==> config.mk <==
export PLATFORM = sky130hd
export DESIGN_NAME = pwr_sleep_ctrl
export DESIGN_NICKNAME = d
export VERILOG_FILES = /design/src/rtl/pwr_sleep_pkg.sv /design/src/rtl/pwr_wake_filter.sv /design/src/rtl/pwr_lock_timer.sv /design/src/rtl/pwr_state_fsm.sv /design/src/rtl/pwr_sleep_ctrl.sv
export SDC_FILE = /design/constraint.sdc
export NUM_CORES = 1
export LEC_CHECK = 0
export ABC_AREA = 1
export CORE_ASPECT_RATIO = 1.25
export CORE_MARGIN = 8
export CORE_UTILIZATION = 48
export CTS_CLUSTER_SIZE = 8
export DETAILED_ROUTE_END_ITERATION = 7
export PLACE_DENSITY = 0.86
export REMOVE_ABC_BUFFERS = 1
export SETUP_SLACK_MARGIN = 0.02
export SLEW_MARGIN = 20
export SYNTH_ARGS = -nofsm -noshare
export SYNTH_HDL_FRONTEND = slang
export SYNTH_HIERARCHICAL = 1
export SYNTH_SLANG_ARGS = --single-unit
==> constraint.sdc <==
create_clock -name clk_i -period 1.6 [get_ports clk_i]
set_input_delay 0.24 -clock clk_i [delete_from_list [all_inputs] [get_ports clk_i]]
set_output_delay 0.24 -clock clk_i [all_outputs]
set_load 0.01 [all_outputs]
==> src/rtl/pwr_sleep_pkg.sv <==
package pwr_sleep_pkg;
  typedef enum logic [2:0] {
    PS_RUN    = 3'd0,
    PS_ENTER  = 3'd1,
    PS_SLEEP  = 3'd2,
    PS_STOP   = 3'd3,
    PS_RELOCK = 3'd4
  } pwr_state_e;
endpackage

==> src/rtl/pwr_wake_filter.sv <==
module pwr_wake_filter #(
  parameter int SYNC_STAGES = 2,
  parameter int FILTER_LEN  = 2
) (
  input  logic clk_i,
  input  logic rst_ni,
  input  logic wake_ni,
  output logic wake_seen_o
);
  logic [SYNC_STAGES-1:0] sync_q;
  logic                   sync_out;

  for (genvar g = 0; g < SYNC_STAGES; g++) begin : g_sync
    always_ff @(posedge clk_i or negedge rst_ni) begin
      if (!rst_ni)     sync_q[g] <= 1'b1;
      else if (g == 0) sync_q[g] <= wake_ni;
      else             sync_q[g] <= sync_q[(g == 0) ? 0 : g-1];
    end
  end
  assign sync_out = sync_q[SYNC_STAGES-1];

  if (FILTER_LEN <= 1) begin : g_nofilt
    assign wake_seen_o = ~sync_out;
  end else begin : g_filt
    logic [FILTER_LEN-2:0] hist_q;
    for (genvar h = 0; h < FILTER_LEN-1; h++) begin : g_hist
      always_ff @(posedge clk_i or negedge rst_ni) begin
        if (!rst_ni)     hist_q[h] <= 1'b1;
        else if (h == 0) hist_q[h] <= sync_out;
        else             hist_q[h] <= hist_q[(h == 0) ? 0 : h-1];
      end
    end
    // accept only when every sample in the window is low
    assign wake_seen_o = ~|{hist_q, sync_out};
  end
endmodule

==> src/rtl/pwr_lock_timer.sv <==
module pwr_lock_timer #(
  parameter int LOCK_W = 16
) (
  input  logic              clk_i,
  input  logic              rst_ni,
  input  logic              load_i,
  input  logic [LOCK_W-1:0] load_val_i,
  input  logic              run_i,
  output logic              done_o
);
  logic [LOCK_W-1:0] cnt_q;

  always_ff @(posedge clk_i or negedge rst_ni) begin
    if (!rst_ni)                  cnt_q <= '0;
    else if (load_i)              cnt_q <= load_val_i;
    else if (run_i && cnt_q != 0) cnt_q <= cnt_q - 1'b1;
  end

  assign done_o = run_i && (cnt_q == '0);
endmodule

==> src/rtl/pwr_state_fsm.sv <==
module pwr_state_fsm
  import pwr_sleep_pkg::*;
(
  input  logic clk_i,
  input  logic rst_ni,
  input  logic sleep_req_i,
  input  logic core_idle_i,
  input  logic stop_ni,
  input  logic wake_seen_i,
  input  logic lock_done_i,
  output logic lock_load_o,
  output logic relock_o,
  output logic pdown_no,
  output logic core_clk_en_o,
  output logic pll_en_o,
  output logic restart_o
);
  pwr_state_e st_q, st_d;
  logic       restart_d;

  always_comb begin
    st_d        = st_q;
    restart_d   = 1'b0;
    lock_load_o = 1'b0;
    unique case (st_q)
      PS_RUN:    if (sleep_req_i) st_d = core_idle_i ? PS_SLEEP : PS_ENTER;
      PS_ENTER:  if (core_idle_i) st_d = PS_SLEEP;
      PS_SLEEP: begin
        if (wake_seen_i) begin
          st_d      = PS_RUN;
          restart_d = 1'b1;
        end else if (!stop_ni) begin
          st_d = PS_STOP;
        end
      end
      PS_STOP: begin
        if (wake_seen_i) begin
          st_d        = PS_RELOCK;
          lock_load_o = 1'b1;
        end
      end
      PS_RELOCK: begin
        if (lock_done_i) begin
          st_d      = PS_RUN;
          restart_d = 1'b1;
        end
      end
      default:   st_d = PS_RUN;
    endcase
  end

  assign relock_o = (st_q == PS_RELOCK);

  always_ff @(posedge clk_i or negedge rst_ni) begin
    if (!rst_ni) begin
      st_q          <= PS_RUN;
      pdown_no      <= 1'b1;
      core_clk_en_o <= 1'b1;
      pll_en_o      <= 1'b1;
      restart_o     <= 1'b0;
    end else begin
      st_q          <= st_d;
      pdown_no      <= (st_d == PS_RUN) || (st_d == PS_ENTER);
      core_clk_en_o <= (st_d == PS_RUN) || (st_d == PS_ENTER);
      pll_en_o      <= (st_d != PS_STOP);
      restart_o     <= restart_d;
    end
  end
endmodule

==> src/rtl/pwr_sleep_ctrl.sv <==
module pwr_sleep_ctrl #(
  parameter int SYNC_STAGES = 2,
  parameter int FILTER_LEN  = 2,
  parameter int LOCK_W      = 16
) (
  input  logic              clk_i,
  input  logic              rst_ni,
  input  logic              sleep_req_i,
  input  logic              core_idle_i,
  input  logic              wake_ni,
  input  logic              stop_ni,
  input  logic [LOCK_W-1:0] lock_cycles_i,
  output logic              pdown_no,
  output logic              core_clk_en_o,
  output logic              pll_en_o,
  output logic              restart_o
);
  logic wake_seen, lock_load, relock, lock_done;

  pwr_wake_filter #(
    .SYNC_STAGES(SYNC_STAGES),
    .FILTER_LEN (FILTER_LEN)
  ) u_wake (
    .clk_i      (clk_i),
    .rst_ni     (rst_ni),
    .wake_ni    (wake_ni),
    .wake_seen_o(wake_seen)
  );

  pwr_lock_timer #(.LOCK_W(LOCK_W)) u_lock (
    .clk_i     (clk_i),
    .rst_ni    (rst_ni),
    .load_i    (lock_load),
    .load_val_i(lock_cycles_i),
    .run_i     (relock),
    .done_o    (lock_done)
  );

  pwr_state_fsm u_fsm (
    .clk_i        (clk_i),
    .rst_ni       (rst_ni),
    .sleep_req_i  (sleep_req_i),
    .core_idle_i  (core_idle_i),
    .stop_ni      (stop_ni),
    .wake_seen_i  (wake_seen),
    .lock_done_i  (lock_done),
    .lock_load_o  (lock_load),
    .relock_o     (relock),
    .pdown_no     (pdown_no),
    .core_clk_en_o(core_clk_en_o),
    .pll_en_o     (pll_en_o),
    .restart_o    (restart_o)
  );
endmodule

Word level (Yosys, flattened, before mapping)
Cells that the tools add are included.
- mux-type cells: 14
- equality and inequality tests: 6
- add/subtract/negate cells: 1
- reduce and logical (&&, ||, !) cells: 9
- operators with widths (kind ; number):
    16-bit 2-to-1 mux ; 2
    3-bit 2-to-1 mux ; 6
    16-bit logical NOT ; 1
    16-bit nonzero test ; 1
    16-bit by 1-bit subtractor with 16-bit output (second input constant) ; 1
    3-bit one-hot mux with 5 select lines ; 1
    3-bit by 1-bit == test with 1-bit output (second input constant) ; 2
    3-bit by 2-bit == test with 1-bit output (second input constant) ; 2
    3-bit logical NOT ; 2
    3-bit == test (second input constant) ; 1
    1-bit 2-to-1 mux ; 3
    3-bit by 2-bit inequality test with 1-bit output (second input constant) ; 1
    1-bit logical AND ; 2
    2-bit 2-to-1 mux ; 1
    1-bit one-hot mux with 2 select lines ; 1
    2-bit nonzero test ; 1
    2-bit OR reduction ; 1
    1-bit logical OR ; 1
- output and inout port bits: 4
- word-level logic and storage cells: 38
- bits of input ports: 22
- bits in registers: 25

Logic depth before layout (Yosys ltp)
Gate-level depths: netlist (run 1).
- word-level depth: 6
- gate-level depth with buffers: 14
- gate-level depth less buffers: 14

Modules after synthesis
The synthesis (run 1) kept the hierarchy.
- by module, submodules not included (module ; instances ; cells each ; sequential area each (sq um) ; area each (sq um)):
    pwr_lock_timer ; 1 ; 189 ; 400.4 ; 1187.4
    pwr_state_fsm ; 1 ; 42 ; 152.6 ; 342.8
    pwr_wake_filter ; 1 ; 4 ; 78.8 ; 82.6

Least setup slack after synthesis (run 1)
Ideal clock, no wire load.
- path kind: register to register
- start point: register u_lock.cnt_q[0]
- end point: register u_fsm.core_clk_en_o
- slack: -0.008 ns
- setup time: 0.064 ns
- cell stages (with the launch flop): 15
- required time: 1.536 ns
- arrival: 1.544 ns
- period minus slack after synthesis: 1.608 ns
- path through: dfrtp_1 > inv_1 > ha_1 > nand2_1 > nor2_1 > nand2_1 > inv_1 > nand2_1 > nor2_1 > nand3_1 > nor2_1 > inv_1 > nand3_1 > o21ai_1 > nor2_2
- cells in the longest elaborated chain, start to end: 6
- elaborated cells between the ends (all ways): 7
- ends and longest elaborated chain (what ; RTL line ; text):
    from (decl) ; pwr_lock_timer.sv:11 ; logic [LOCK_W-1:0] cnt_q;
    from (signal assigned) ; pwr_lock_timer.sv:15 ; else if (load_i) cnt_q <= load_val_i;
    from (signal assigned) ; pwr_lock_timer.sv:16 ; else if (run_i && cnt_q != 0) cnt_q <= cnt_q - 1'b1;
    16-bit logical NOT * ; pwr_lock_timer.sv:19 ; assign done_o = run_i && (cnt_q == '0);
    1-bit logical AND * ; pwr_lock_timer.sv:19 ;
    named net lock_done ; pwr_sleep_ctrl.sv:18 ; logic wake_seen, lock_load, relock, lock_done;
    3-bit 2-to-1 mux * ; pwr_state_fsm.sv:43 ; if (lock_done_i) begin
    3-bit one-hot mux with 5 select lines * ; pwr_state_fsm.sv:25 ; unique case (st_q)
    named net u_fsm.st_d[2] ; pwr_state_fsm.sv:18 ; pwr_state_e st_q, st_d;
    3-bit by 1-bit == test with 1-bit output / 3-bit logical NOT (equally long branches) ; pwr_state_fsm.sv:64 ; core_clk_en_o <= (st_d == PS_RUN) || (st_d == PS_ENTER);
    1-bit logical OR * ; pwr_state_fsm.sv:64 ;
    to (signal assigned) ; pwr_state_fsm.sv:64 ;
    to (decl) ; pwr_state_fsm.sv:14 ; output logic core_clk_en_o,
The timed path passes the listed nets; every way through them passes the cells marked *.
A chain may end at the register's enable or synchronous reset.

Final worst setup path (run 1)
Same ends and word-level chain as after synthesis.

==> impl_results.md, run 1 <==
- Run status: finished clean
- Vias per inst: 5.21
- Mapped Cells: 235
- Via count: 1627
- CTS Root Cell: clkbuf_8
- Critical path endpoint category: flip-flop
- Register area share after synthesis: 0.392
- RSZ-0062 raised after global routing: yes
- Critical path depth: 14
- Worst VDD drop: 1070 uV
- Slowest CP cell: dfrtp_1
- Slew Limit Fails: 0
- Yosys reg bits: 25
- Sink Count: 25
- Final setup vio count: 0
- Critical path fanouts, max: 2
- Ant. Diodes: 0
- CP delay by family, top: simple AND/OR/NAND/NOR gates
- Post-synthesis mux area share: 0
- Number of core rows: 23
- Clock tree from TritonCTS: built
- Most frequent CP cell: nor2_2
- Fin cells: 312
- Final worst slack: 8.06 ps
- Placer congestion estimate: 0.935
- Post-Synth Simple-Gate Area: 0.460
- Commonest non-fill, non-tap cell in the layout: nand2_1
- CTS H-Tree Depth: 1
- Hold_buf cts: 0
- Tmin final: 1590 ps
- Fin nets: 299
- Unique cell type count in the Yosys netlist: 27
- Slew headroom: 0.789
- Final setup skew: 2.19 ps
- Largest net degree at the start of global routing: 26
- CTS Buf Count: 3
- Vias in the first global route: 1720
- Arrival time at the worst endpoint: 1800 ps
- Worst R2R Setup Slack: 8 ps
- # port buffers: 25
- Final Util: 0.655
- Tot Pwr: 3360 uW
- Dpl cells: 305
- Main combinational cell family by area after synthesis: simple AND/OR/NAND/NOR gates
- Most frequent cells in the layout: nand2_1 (69), nand3_1 (31), nor2_1 (27)
- Total GRT Usage: 0.161
- PD cells: 1590 nW/um^2
- Bufs and invs on worst path: 3
- Static leakage: 0.00101 uW
- Worst-case clock buffer depth: 2
- Global-route wire length before repair: 7.02 mm
- Clk_lat worst skew: 270 ps
- XOR/XNOR Fraction of Synth Area: 0.0272
- Worst hold path type: input port to async pin
- FILL cells: 290
- Critical path required time: 1810 ps
- Setup crit start kind: flip-flop
- Post-Synth Adder-Cell Area: 0.00776
- DR pass1 iterations: 4
- Final worst-path cycle share: 0.995
- Pre-CTS setup slack: -32.3 ps
- Slowest Stage Delay on Critical Path: 390 ps
- I/O pins: 26
- Die area: 5480 um^2
- Post-DP HPWL: 3.01 mm
- Worst Tran Pin Value: 317 ps
- Die Ht: 80.8 um
- Compound-cell area share of the yosys netlist: 0.0380
- Drt first-iter violations: 69
- Hold WS: 320 ps
- Area grow syn2layout: 30.9%
- Worst r2r path cells: 14
- WS Path Type: flip-flop to flip-flop
- Avg Cell Area, Syn: 6.86 um^2
- Max Clock Freq: 628 MHz
- Cell Area, Synth: 1610 um^2
- Worst-path clk slew: 90 ps
- Post-DR wirelength/cell: 12.9 um
- GRT Residual Overflow: 0
- Initial Utilization: 0.500
- Final wirelength: 4.04 mm
- Final number of hold-violating endpoints: 0
- DRC violations left: 0
- Warnings from Yosys: 6
- Ratio of cells with drive above 1 in the final layout: 0.222
- Core Area: 3220 um^2
- Die Wd: 67.8 um
- Crit-path cells: inv_2 > ha_4 > nand2_2 > nor2_2 > nand2_1 > inv_1 > nand2_2 > nor2_2 > nand3_1 > nor2_1 > inv_1 > nand3_2 > o21ai_2 > nor2_2
- Initial antenna violation count: 0
- Antenna-violating nets left: 0
- # Max-Cap Violations: 0
sequential cells by signal (all words and copies together) (netlist names):
register              count
u_wake/sync_q             1
u_wake/g_filt.hist_q      1
u_fsm/core_clk_en_o       1
u_lock/cnt_q             16
u_wake/sync_out           1
u_fsm/restart_o           1
u_fsm/st_q                3
u_fsm/pll_en_o            1
Yosys cell counts:
master | number | share of area
clkbuf_1 | 1 | 0.0023
xor2_1 | 4 | 0.022
o22ai_1 | 1 | 0.0039
xnor2_1 | 1 | 0.0054
nand3_1 | 34 | 0.11
nand2_1 | 72 | 0.17
buf_6 | 1 | 0.0070
or2_1 | 2 | 0.0078
dfrtp_1 | 20 | 0.31
nor2_2 | 8 | 0.031
buf_4 | 1 | 0.0047
a21oi_1 | 1 | 0.0031
buf_1 | 1 | 0.0023
o21ai_0 | 5 | 0.016
nand3b_1 | 3 | 0.014
nor2_4 | 1 | 0.0070
nand4_1 | 4 | 0.016
inv_1 | 19 | 0.044
nand2_2 | 7 | 0.027
inv_2 | 5 | 0.012
o21ai_1 | 5 | 0.016
or2_2 | 1 | 0.0039
nor2_1 | 30 | 0.070
dfstp_2 | 5 | 0.081
nand3_4 | 1 | 0.011
ha_1 | 1 | 0.0078
buf_2 | 1 | 0.0031
layer usage:
layer  vias up  global-route usage  wire (um)
met5         -                   0          0
met3        12              0.0234        158
li1        824                   -          -
met4         0              0.0760        131
met2        38               0.300       2160
met1       753               0.170       1590
what timing repair did:
action / in CTS / in global routing
resized for setup: 5 / 18
endpoints found under the hold margin: 0 / 0
buffers inserted: 0 / 3
pin swaps: 2 / 8
gates cloned: 0 / 1
endpoints found under the setup margin: 5 / 20
worst reg2reg max path, cell delays in order (launching register included):
cell and delay (ps):
dfrtp_1 390, inv_2 80, ha_4 130, nand2_2 60, nor2_2 120, nand2_1 70, inv_1 70, nand2_2 60
nor2_2 90, nand3_1 70, nor2_1 100, inv_1 60, nand3_2 60, o21ai_2 60, nor2_2 110
stage by stage:
| step | instance area, um^2 | TNS, ps |
|---|---|---|
| after CTS | 2030 | -5.35 |
| after global placement | 1980 | 0 |
| after global routing | 2110 | -612 |
| final | 2110 | 0 |
| after detailed placement | 1980 | -32.3 |
| after floorplan | 1580 | -4260 |
area by class of cell:
type	instances	area, um^2	share of cell area
clock buffer	3	41.3	0.0196
clock inverter	1	7.51	0.00356
inverter	24	97.6	0.0462
multi-input combinational	181	918	0.435
sequential	25	632	0.299
tap	37	46.3	0.0219
timing repair buffer	40	363	0.172
timing repair inverter	1	5.00	0.00237
final timing paths:
path	startpoint	endpoint
max	u_lock/cnt_q[0]	u_fsm/core_clk_en_o
min	rst_ni	u_fsm/st_q[0]
max reg2reg	u_lock/cnt_q[0]	u_fsm/core_clk_en_o
min reg2reg	u_wake/sync_q[0]	u_wake/sync_out
max in group asynchronous	rst_ni	u_wake/g_filt.hist_q
min in group clk_i	u_wake/sync_q[0]	u_wake/sync_out
report_power, final:
group	total, uW	leakage (uW)	switching, uW	internal [uW]
clock network	382	0.0000217	205	177
logic	1840	0.000687	1070	764
registers	1140	0.000303	251	885
cell families after synthesis:
logic type,after synthesis
simple gates,163
fa+ha+maj,1
compound gates,12
xor+xnor,5
buf+inv,29
flops,25
Note: power is estimated with default switching activity, not from simulation.
==> inputs of run 2 (changes only) <==
--- a/config.mk
+++ b/config.mk
@@ -5,13 +5,14 @@
 export SDC_FILE = /design/constraint.sdc
 export NUM_CORES = 1
 export LEC_CHECK = 0
-export ABC_AREA = 1
+export CELL_PAD_IN_SITES_DETAIL_PLACEMENT = 1
+export CELL_PAD_IN_SITES_GLOBAL_PLACEMENT = 1
 export CORE_ASPECT_RATIO = 1.25
 export CORE_MARGIN = 8
-export CORE_UTILIZATION = 48
+export CORE_UTILIZATION = 35
 export CTS_CLUSTER_SIZE = 8
 export DETAILED_ROUTE_END_ITERATION = 7
-export PLACE_DENSITY = 0.86
+export PLACE_DENSITY = 0.84
 export REMOVE_ABC_BUFFERS = 1
 export SETUP_SLACK_MARGIN = 0.02
 export SLEW_MARGIN = 20
==> impl_results.md, run 2 <==
- Critical path endpoint category: flip-flop
- WS Path Type: flip-flop to flip-flop
- Mapped Cells: 148
- Commonest non-fill, non-tap cell in the layout: buf_4
- Final setup vio count: 19
- Post-synth top area share: 0.350
- Post-DR wirelength/cell: 21.1 um
- Placer congestion estimate: 0.843
- Number of core rows: 26
- Warnings from Yosys: 6
- Failing checks: setup timing
- I/O pins: 26
- Slew Limit Fails: 0
- # port buffers: 25
- Most flops, register: u_lock/cnt_q
- CTS Buf Count: 3
- Area grow syn2layout: 64.0%
- Final setup skew: 1.63 ps
- Sum Neg Setup Slack: -7100 ps
- RSZ-0062 raised after global routing: yes
- Worst hold path type: input port to async pin
- Yosys reg bits: 25
- Slew headroom: 0.664
- Worst-case clock buffer depth: 2
- DR pass1 iterations: 4
- Die area: 6400 um^2
- Synth cell count leaders: nor2_1 (21), dfrtp_1 (20), a31oi_1 (10), nand2_1 (10), inv_1 (9)
- Max Clock Freq: 475 MHz
- CTS H-Tree Depth: 1
- Run status: complete, but fails checks
- Final worst slack: -506 ps
- Vias in the first global route: 1759
- Critical path depth: 7
- Switch share: 0.408
- Most frequent cells in the layout: buf_4 (48), clkdlybuf4s50_1 (22), nor2_1 (21)
- Avg Cell Area, Syn: 9.65 um^2
- Hold WS: 340 ps
- Ys flop type: dfrtp_1
- Worst R2R Setup Slack: -510 ps
- Unique cell type count in the Yosys netlist: 44
- Comb power frac: 0.537
- Asr flop ratio synth: 1.00
- Clock tree from TritonCTS: built
- Worst-path clk slew: 100 ps
- Final number of hold-violating endpoints: 0
- Die Wd: 73.2 um
- Worst r2r path cells: 7
- Setup crit start kind: flip-flop
- Final wirelength: 5.96 mm
- Cell Area, Synth: 1430 um^2
- Arrival time at the worst endpoint: 2270 ps
- Fin nets: 250
- Ratio of cells with drive above 1 in the final layout: 0.412
- Initial Utilization: 0.357
- Antenna-violating nets left: 0
- Slowest CP cell: or4b_4
- Vias per inst: 5.59
- Slowest Stage Delay on Critical Path: 500 ps
- # Max-Cap Violations: 0
- Worst VDD drop: 754 uV
- Crit-path cells: inv_2 > ha_4 > or4b_4 > o41ai_4 > buf_4 > or3_4 > a31oi_1
- CP delay by family, top: simple AND/OR/NAND/NOR gates
- Critical path required time: 1760 ps
- Largest net degree at the start of global routing: 26
- Global-route wire length before repair: 8.87 mm
- Power share of the sequential group: 0.343
- CTS Root Cell: clkbuf_8
- Via count: 1577
- Drt first-iter violations: 56
- Tmin final: 2110 ps
- PD cells: 1440 nW/um^2
- Clk_lat worst skew: 280 ps
- Max reg flops: 16
- GRT Residual Overflow: 0
- Worst Tran Pin Value: 499 ps
- Post-DP HPWL: 3.55 mm
- FILL cells: 460
- Core Area: 4000 um^2
- Biggest regs: u_lock/cnt_q x16, u_fsm/st_q x3
- Ant. Diodes: 0
- Number of synthesized flops with an enable pin: 0
- Static leakage: 0.000920 uW
- Sink Count: 25
- Total GRT Usage: 0.183
- Register area share after synthesis: 0.442
- Initial antenna violation count: 0
- Die Ht: 87.4 um
- Int Power: 2000 uW
- Most frequent cell after synthesis: nor2_1
- Area leader, netlist: dfrtp_1
- Critical path fanouts, max: 5
- Clock power share: 0.120
- Net Switching: 1380 uW
- Pre-CTS setup slack: -601 ps
- DRC violations left: 0
- Final worst-path cycle share: 1.32
- Bufs and invs on worst path: 2
- Leading post-synthesis cells by cell area: dfrtp_1 (35%), dfstp_2 (9.2%), nor2_1 (5.5%)
==> run 2: final cells by class <==
type                       count  area, um^2  area share
clock buffer                   3        41.3      0.0176
sequential                    25         633       0.270
inverter                       9        33.8      0.0144
tap                           56        70.1      0.0299
clock inverter                 1        5.00     0.00214
timing repair buffer          80         686       0.293
multi-input combinational    108         875       0.373
==> run 2: layer usage <==
metal | vias up | share of wire | track usage | wire length, um
li1 | 716 | - | - | -
met4 | 0 | 0.036 | 0.0858 | 212
met1 | 794 | 0.39 | 0.190 | 2310
met2 | 49 | 0.54 | 0.341 | 3200
met5 | - | 0 | 0 | 0
met3 | 18 | 0.040 | 0.0288 | 240
==> run 2: worst reg2reg max path, cell delays in order, from the launching register on <==
cell     delay [ps]
dfrtp_1         420
inv_2            90
ha_4            130
or4b_4          500
o41ai_4         440
buf_4           220
or3_4           120
a31oi_1          70
==> run 2: kinds of logic after synthesis <==
kind of cell             share of synthesized area
flip-flops                                   0.442
adder cells (fa/ha/maj)                    0.00876
XOR/XNOR                                    0.0123
multiplexers                                0.0219
AO/OA/AOI/OAI                                0.194
buffers and inverters                       0.0525
AND/OR/NAND/NOR                              0.269
==> run 2: path summary, 6_finish.rpt <==
kind / to / from
setup / recovery: u_lock/cnt_q[3] / u_lock/cnt_q[1]
hold / removal: u_fsm/st_q[0] / rst_ni
setup reg to reg: u_lock/cnt_q[3] / u_lock/cnt_q[1]
hold reg to reg: u_wake/sync_out / u_wake/sync_q[0]
max in group asynchronous: u_fsm/core_clk_en_o / rst_ni
min in group clk_i: u_wake/sync_out / u_wake/sync_q[0]
==> run 2: stage by stage <==
stage	instance area, um^2	util	total power, uW	cells
after detailed placement	2060	0.515	2630	270
final	2340	0.586	3390	282
after CTS	2280	0.569	3240	281
after global routing	2340	0.586	3560	282
after global placement	2060	0.515	2510	270
after floorplan	1390	-	1770	142
==> run 2: power groups by stage <==
stage | sequential, uW | clock [uW] | combinational, uW
after floorplan | 1210 | 0 | 564
after global placement | 1110 | 0 | 1400
after detailed placement | 1140 | 0 | 1490
after CTS | 1140 | 408 | 1690
after global routing | 1180 | 432 | 1940
final | 1160 | 405 | 1820
==> run 2: what timing repair did <==
action                     in CTS  in global routing
hold buffers                    0                  0
gates resized for setup        31                 14
buffers inserted                7                  3
pin swaps                      24                 12
gates cloned                    0                  0
setup endpoints to repair      22                 19
